File: config.mk
export PLATFORM = sky130hd
export DESIGN_NAME = irq_tick_timer
export DESIGN_NICKNAME = d
export VERILOG_FILES = /design/src/rtl/itt_pkg.sv /design/src/rtl/itt_chain.sv /design/src/rtl/itt_tap_edge.sv /design/src/rtl/itt_regs.sv /design/src/rtl/irq_tick_timer.sv
export SDC_FILE = /design/constraint.sdc
export NUM_CORES = 1
export LEC_CHECK = 0
export BUFFER_PORTS_ARGS = -buffer_cell sky130_fd_sc_hd__clkbuf_2
export CAP_MARGIN = 40
export CORE_MARGIN = 2
export CORE_UTILIZATION = 50
export CTS_BUF_LIST = sky130_fd_sc_hd__clkbuf_8 sky130_fd_sc_hd__clkbuf_16
export DETAILED_ROUTE_END_ITERATION = 10
export PLACE_DENSITY_LB_ADDON = 0.15
export RECOVER_POWER = 50
export SYNTH_ARGS = -nofsm -noshare
export SYNTH_HDL_FRONTEND = slang
export SYNTH_SLANG_ARGS = --single-unit
File: constraint.sdc
create_clock -name clk_i -period 2.1 [get_ports clk_i]
set_clock_uncertainty 0.1 [all_clocks]
set_input_delay 0.105 -clock clk_i [delete_from_list [all_inputs] [get_ports clk_i]]
set_output_delay 0.105 -clock clk_i [all_outputs]
set_load 0.01 [all_outputs]
File: src/rtl/itt_pkg.sv
package itt_pkg;
  localparam int DATA_W   = 8;
  localparam int RATE_W   = 2;
  localparam int TAPS     = 1 << RATE_W;
  localparam int BIT_OVF  = 7;
  localparam int BIT_PER  = 6;
  localparam int BIT_CLRO = 5;
  localparam int BIT_CLRP = 4;
  localparam int BIT_OEN  = 3;
  localparam int BIT_PEN  = 2;

  typedef struct packed {
    logic              ovf_en;
    logic              per_en;
    logic [RATE_W-1:0] rate;
  } itt_cfg_t;

  localparam itt_cfg_t CFG_RST = '{ovf_en: 1'b0, per_en: 1'b0, rate: '1};
endpackage

File: src/rtl/itt_chain.sv
module itt_chain #(
  parameter int W = 16
) (
  input  logic         clk_i,
  input  logic         rst_i,
  output logic [W-1:0] cnt_o,
  output logic [W-1:0] cnt_nxt_o
);
  logic [W-1:0] cnt_q;

  assign cnt_nxt_o = cnt_q + 1'b1;
  assign cnt_o     = cnt_q;

  always_ff @(posedge clk_i) begin
    if (rst_i) cnt_q <= '0;
    else       cnt_q <= cnt_nxt_o;
  end
endmodule

File: src/rtl/itt_tap_edge.sv
module itt_tap_edge #(
  parameter int W        = 16,
  parameter int TAP_BASE = 12,
  parameter int TAPS     = 4,
  parameter int SEL_W    = 2
) (
  input  logic [W-1:0]     cnt_i,
  input  logic [W-1:0]     cnt_nxt_i,
  input  logic [SEL_W-1:0] sel_i,
  output logic             rise_o
);
  logic [TAPS-1:0] tap_now, tap_nxt;

  for (genvar gi = 0; gi < TAPS; gi++) begin : g_tap
    assign tap_now[gi] = cnt_i[TAP_BASE + gi];
    assign tap_nxt[gi] = cnt_nxt_i[TAP_BASE + gi];
  end

  // both sides use the same selection, so a selection change alone cannot form an edge
  assign rise_o = tap_nxt[sel_i] & ~tap_now[sel_i];
endmodule

File: src/rtl/itt_regs.sv
module itt_regs
  import itt_pkg::*;
#(
  parameter int AW       = 4,
  parameter int REG_ADDR = 0
) (
  input  logic              clk_i,
  input  logic              rst_i,
  input  logic [AW-1:0]     addr_i,
  input  logic [DATA_W-1:0] wdata_i,
  input  logic              wr_i,
  input  logic              ovf_evt_i,
  input  logic              per_evt_i,
  output logic [DATA_W-1:0] rdata_o,
  output itt_cfg_t          cfg_o,
  output logic              tof_o,
  output logic              rtif_o,
  output logic              ovf_irq_o,
  output logic              per_irq_o
);
  logic     hit_rd, hit_wr;
  logic     tof_q, rtif_q, tof_d, rtif_d;
  itt_cfg_t cfg_q, cfg_d;

  assign hit_rd = (addr_i == AW'(REG_ADDR));
  assign hit_wr = wr_i & hit_rd;

  always_comb begin
    cfg_d  = cfg_q;
    tof_d  = tof_q;
    rtif_d = rtif_q;
    if (hit_wr) begin
      cfg_d.ovf_en = wdata_i[BIT_OEN];
      cfg_d.per_en = wdata_i[BIT_PEN];
      cfg_d.rate   = wdata_i[RATE_W-1:0];
      if (wdata_i[BIT_CLRO]) tof_d  = 1'b0;
      if (wdata_i[BIT_CLRP]) rtif_d = 1'b0;
    end
    if (ovf_evt_i) tof_d  = 1'b1;
    if (per_evt_i) rtif_d = 1'b1;
  end

  always_ff @(posedge clk_i) begin
    if (rst_i) begin
      cfg_q     <= CFG_RST;
      tof_q     <= 1'b0;
      rtif_q    <= 1'b0;
      ovf_irq_o <= 1'b0;
      per_irq_o <= 1'b0;
    end else begin
      cfg_q     <= cfg_d;
      tof_q     <= tof_d;
      rtif_q    <= rtif_d;
      ovf_irq_o <= tof_d & cfg_d.ovf_en;
      per_irq_o <= rtif_d & cfg_d.per_en;
    end
  end

  always_comb begin
    rdata_o = '0;
    if (hit_rd) begin
      rdata_o[BIT_OVF]      = tof_q;
      rdata_o[BIT_PER]      = rtif_q;
      rdata_o[BIT_OEN]      = cfg_q.ovf_en;
      rdata_o[BIT_PEN]      = cfg_q.per_en;
      rdata_o[RATE_W-1:0]   = cfg_q.rate;
    end
  end

  assign cfg_o  = cfg_q;
  assign tof_o  = tof_q;
  assign rtif_o = rtif_q;
endmodule

File: src/rtl/irq_tick_timer.sv
module irq_tick_timer
  import itt_pkg::*;
#(
  parameter int AW       = 4,
  parameter int REG_ADDR = 0,
  parameter int CNT_W    = 8,
  parameter int PRE_BITS = 13
) (
  input  logic          clk_i,
  input  logic          rst_i,
  input  logic [AW-1:0] addr_i,
  input  logic [7:0]    wdata_i,
  input  logic          wr_i,
  output logic [7:0]    rdata_o,
  output logic          ovf_irq_o,
  output logic          per_irq_o
);
  localparam int CHAIN_W  = PRE_BITS + TAPS - 1;
  localparam int TAP_BASE = PRE_BITS - 1;

  logic [CHAIN_W-1:0] chain_q, chain_nxt;
  logic               ovf_evt, per_evt;
  logic               tof_q, rtif_q;
  itt_cfg_t           cfg_q;

  itt_chain #(.W(CHAIN_W)) u_chain (
    .clk_i     (clk_i),
    .rst_i     (rst_i),
    .cnt_o     (chain_q),
    .cnt_nxt_o (chain_nxt)
  );

  assign ovf_evt = &chain_q[CNT_W-1:0];

  itt_tap_edge #(
    .W(CHAIN_W), .TAP_BASE(TAP_BASE), .TAPS(TAPS), .SEL_W(RATE_W)
  ) u_tap (
    .cnt_i     (chain_q),
    .cnt_nxt_i (chain_nxt),
    .sel_i     (cfg_q.rate),
    .rise_o    (per_evt)
  );

  itt_regs #(.AW(AW), .REG_ADDR(REG_ADDR)) u_regs (
    .clk_i     (clk_i),
    .rst_i     (rst_i),
    .addr_i    (addr_i),
    .wdata_i   (wdata_i),
    .wr_i      (wr_i),
    .ovf_evt_i (ovf_evt),
    .per_evt_i (per_evt),
    .rdata_o   (rdata_o),
    .cfg_o     (cfg_q),
    .tof_o     (tof_q),
    .rtif_o    (rtif_q),
    .ovf_irq_o (ovf_irq_o),
    .per_irq_o (per_irq_o)
  );
endmodule

After elaboration in Yosys (flattened, before gate mapping)
Cells that the tools add are included.

word-level totals
  bits of input ports = 15
  output and inout port bits = 10
  register bits = 24
  logic and storage cells = 30

cells by class
  add/subtract/negate cells = 1
  $lt $le $gt $ge = 1
  bitwise operators = 5
  reductions and logical operators = 2
  multiplexer cells = 13

operator list
  operator                                                              count
  16-bit by 1-bit adder with 16-bit output, second input constant       1
  1-bit 2-to-1 mux                                                      8
  4-bit 2-to-1 mux                                                      2
  8-bit AND reduction                                                   1
  1-bit AND                                                             4
  1-bit binary-select mux with 2-bit select                             2
  4-bit logical NOT                                                     1
  2-bit by 3-bit < comparator with 1-bit output, second input constant  1
  2-bit 2-to-1 mux                                                      1
  1-bit NOT                                                             1

Logic depth before layout (Yosys ltp)
  depth in word-level cells = 6
  gate-level depth with buffers = 5
  mapped depth without buffers = 5

Cells and area by module
Synthesis repeated with hierarchy kept, for this count alone.

unflattened totals
  cell total of the unflattened synthesis = 140
  area total of the unflattened synthesis = 1261.2 um^2

by module, submodules not included
  module          area each (um^2)  cells each  times used  seq. area each (um^2)
  itt_chain       819.5             91          1           320.3
  itt_regs        377.9             41          1           160.2
  itt_tap_edge    47.5              5           1           0.0
  irq_tick_timer  16.3              3           1           0.0

Least setup slack after synthesis
Ideal clock, no wire load.

  path kind = reg-to-reg
  start point = register u_chain.cnt_q[3] (netlist: u_chain.cnt_o[3])
  end point = register u_regs.per_irq_o
  library setup time = 0.079 ns
  stages on the path, launching flop included = 5
  setup slack = 0.641 ns
  arrival time = 1.280 ns
  cell sequence = dfxtp_1 -> nand4_4 -> nor4_4 -> nand3_2 -> a211oi_2

between the ends
  cells in the longest elaborated chain, start to end = 6

RTL lines
  what                                       RTL line            RTL
  from (decl)                                itt_chain.sv:9      logic [W-1:0] cnt_q;
  from (signal assigned)                     itt_chain.sv:16     else cnt_q <= cnt_nxt_o;
  16-bit by 1-bit adder with 16-bit output   itt_chain.sv:11     assign cnt_nxt_o = cnt_q + 1'b1;
  1-bit binary-select mux with 2-bit select  itt_tap_edge.sv:20  assign rise_o = tap_nxt[sel_i] & ~tap_now[sel_i];
  1-bit 2-to-1 mux (not written as such)     itt_tap_edge.sv:20
  1-bit AND                                  itt_tap_edge.sv:20
  1-bit 2-to-1 mux                           itt_regs.sv:40      if (per_evt_i) rtif_d = 1'b1;
  1-bit AND                                  itt_regs.sv:55      per_irq_o <= rtif_d & cfg_d.per_en;
  to (signal assigned)                       itt_regs.sv:55
  to (decl)                                  itt_regs.sv:19      output logic per_irq_o

Every way passes these cells. The select of a mux whose other input is x is not followed.
A chain may end at the register's enable or synchronous reset.

Final worst setup path
Ends and elaborated chain as after synthesis.

==> results.json <==
{
  "cp-end-kind": "flop",
  "seq_power_share_pct": 61.9,
  "syn_to_final_growth_pct": 13.49,
  "finalCritPeriodShare_pct": 75.91,
  "ff2ff_path_depth": 4,
  "finalSetupTns_ps": 0,
  "num_io_pins": 25,
  "drc": 0,
  "cts_made_buffers": 3,
  "grt_pass1_vias": 767,
  "vias": 850,
  "fmaxAchievable_mhz": 627.3,
  "clock_latency_ps": 250,
  "hold_start": "wdata_i[3]",
  "wl_per_cell_um": 10.91,
  "min_to": "u_regs.cfg_o[3]",
  "clockBufferDepth": 2,
  "finalSetupViolCount": 0,
  "hpwl_um": 1337,
  "ant_nets": 0,
  "wirelength_um": 1768,
  "cellPowerDensity_nw_per_um2": 617.6,
  "antenna_found_initial": 0,
  "min_path_type": "primary input to flop",
  "synth_area_sq_um": 1076,
  "hold_buffers": 0,
  "final_nets": 153,
  "yosysSeqAreaShare_pct": 44.65,
  "drtIter0Drc": 12,
  "arrival_ps": 1670,
  "drtPass1Iterations": 4,
  "drive_gt1_share_pct": 19.26,
  "outcome": "finished clean",
  "grt_first_pass_wirelength_um": 3118,
  "initial_core_util_pct": 53.75,
  "synth_warnings": 0,
  "timing.rr.start": "u_chain.cnt_o[3]",
  "rrSetupSlack_ps": 510,
  "avgSynthCellArea_sq_um": 9.276,
  "p_int_mw": 0.6049,
  "cts_resized": 0,
  "whs_path_depth": 3,
  "tritoncts": "built",
  "n_antenna_cell": 0,
  "clock_sinks": 24,
  "post_cts_buffers": 0,
  "vdd_drop_max_mv": 0.4086,
  "power_frac_clock_pct": 33.4,
  "ys_types": 33,
  "dieArea_sq_um": 2539,
  "max_stage_delay_ps": 460,
  "r2r_end": "u_regs.per_irq_o",
  "ctsHtreeMaxLevel": 1,
  "fillers": 187,
  "gp_congestion": 0.7214,
  "seqCellArea_sq_um": 480.5,
  "p_switching_mw": 0.1493,
  "p_leak_nw": 0.4751,
  "rsz0062_at_grt": "no",
  "crit_path_start_kind": "flop",
  "ys_seq_elements": 24,
  "grt_overflow": 0,
  "coreArea_sq_um": 2002,
  "clk_pin_slew_ps": 70,
  "cp_max_fo": 7,
  "worstPathCellList": "nand4_4, nor4_4, nand3_2, a211oi_2",
  "period_minus_slack_ps": 1594,
  "crit_required_ps": 2180,
  "critPathKind": "flop to flop",
  "crit_slowest_cell": "dfxtp_1",
  "cts_root_buffer": "clkbuf_8",
  "drv_cap": 0,
  "finalPower_mw": 0.7542,
  "timing.final.max_slew_violations": 0,
  "die_x_um": 50.39,
  "rows": 16,
  "p_sw_share_pct": 19.80,
  "grt_max_degree": 25,
  "viasPerCell": 5.247,
  "hold_violations": 0,
  "combPwrFrac_pct": 4.7,
  "die_h_um": 50.39,
  "grt_usage_pct": 15.56,
  "synthCells": 116,
  "multiInputGateArea_sq_um": 560.5,
  "portBuffers": 20
}
placed cells by master, fill, tap and decap left out, types with 4 or more instances in the layout:
cell type  instances
nand2_1            4
xnor2_1            8
a21oi_1            4
clkbuf_2          15
nor2_1            16
dfxtp_1           24
nand4_1            5
nand3_1            6
xor2_1             4
nor3_1             4
and2_1             4
clkbuf_1           6
synth_stat cells, drive strengths merged:
library cell / count / share of area (%)
buf: 3 / 1.9
nand4: 6 / 4.9
and2: 7 / 4.1
clkbuf: 3 / 1.0
nor2: 16 / 5.6
or3: 1 / 0.70
nand4b: 2 / 1.6
ha: 1 / 1.2
xor2: 4 / 3.3
nor3: 4 / 1.9
a22oi: 1 / 0.70
conb: 1 / 0.35
nor2b: 1 / 0.58
a21boi: 1 / 0.70
or2: 1 / 0.58
xnor2: 8 / 6.5
a211o: 2 / 1.6
a211oi: 1 / 1.2
o21ai: 2 / 0.93
and4: 1 / 0.93
a21oi: 4 / 1.9
mux2i: 2 / 1.9
nand3: 7 / 3.7
nor4: 3 / 3.1
inv: 2 / 0.70
nand2: 4 / 1.4
dfxtp: 24 / 45
a31o: 1 / 0.81
and3: 3 / 1.7
worst max-delay path: cells and delay by family, from the launching register on:
family	cells	cell delay (ps)
DFF	1	460
and+or+nand+nor	3	740
AOI/OAI and AO/OA	1	210
worst max-delay path by stage:
stage                             endpoint  slack, ps        startpoint  cells past startpoint
after global routing      u_regs.per_irq_o        340  u_chain.cnt_o[0]                      5
after CTS                 u_regs.per_irq_o        490  u_chain.cnt_o[3]                      4
after floorplan           u_regs.per_irq_o        640  u_chain.cnt_o[3]                      4
after detailed placement  u_regs.per_irq_o        510  u_chain.cnt_o[3]                      4
after global placement    u_regs.per_irq_o        540  u_chain.cnt_o[0]                      5
final                     u_regs.per_irq_o        510  u_chain.cnt_o[3]                      4
power groups by stage:
stage | Sequential [mW] | Combinational (mW) | Clock (mW)
4_1_cts | 0.467 | 0.0364 | 0.262
2_1_floorplan | 0.476 | 0.0226 | 0
3_5_place_dp | 0.477 | 0.0361 | 0
3_3_place_gp | 0.477 | 0.0353 | 0
5_1_grt | 0.468 | 0.0401 | 0.280
6_report | 0.467 | 0.0352 | 0.252
area by class of cell:
| cell class | instances | area share (%) |
|---|---|---|
| clock buffer | 3 | 3.381 |
| inverter | 2 | 0.6148 |
| multi-input combinational | 85 | 45.90 |
| sequential | 24 | 39.34 |
| tap | 27 | 2.766 |
| timing repair buffer | 21 | 7.992 |
layer usage:
metal  vias up  wire length, um  GRT usage [%]
met2        14              867          27.19
met4         0                6          4.054
met3         2               68          3.571
li1        438                -              -
met1       396              825          19.21
met5         -                0              0
logic make-up (layout without fill, tap and decap cells):
group | after synthesis | in the layout | share of synthesized area (%)
compound gates | 12 | 12 | 7.792
xor+xnor | 12 | 12 | 9.767
fa+ha+maj | 1 | 1 | 1.163
buf+inv | 8 | 26 | 3.604
flops | 24 | 24 | 44.65
mux | 2 | 2 | 1.861
other cells | 1 | 2 | 0.3485
simple gates | 56 | 56 | 30.82
registers in the layout, indices dropped and copies added (netlist names):
signal	cells
u_regs.per_irq_o	1
u_regs.ovf_irq_o	1
u_regs.cfg_o	4
u_regs.rtif_o	1
u_regs.tof_o	1
u_chain.cnt_o	16
metrics by stage:
stage | setup slack [ps] | cell area, sq um | instances | utilization [%] | hold WS [ps]
2_1_floorplan | 640.7 | 1080 | 117 | - | 76.61
3_3_place_gp | 538.1 | 1190 | 159 | 59.44 | 270.9
3_5_place_dp | 512.3 | 1190 | 159 | 59.44 | 280.3
4_1_cts | 494.3 | 1231 | 162 | 61.50 | 15.39
5_1_grt | 341.7 | 1221 | 162 | 61.00 | 45.15
6_report | 505.9 | 1221 | 162 | 61.00 | 16.33
(Power assumes the default switching activity.)
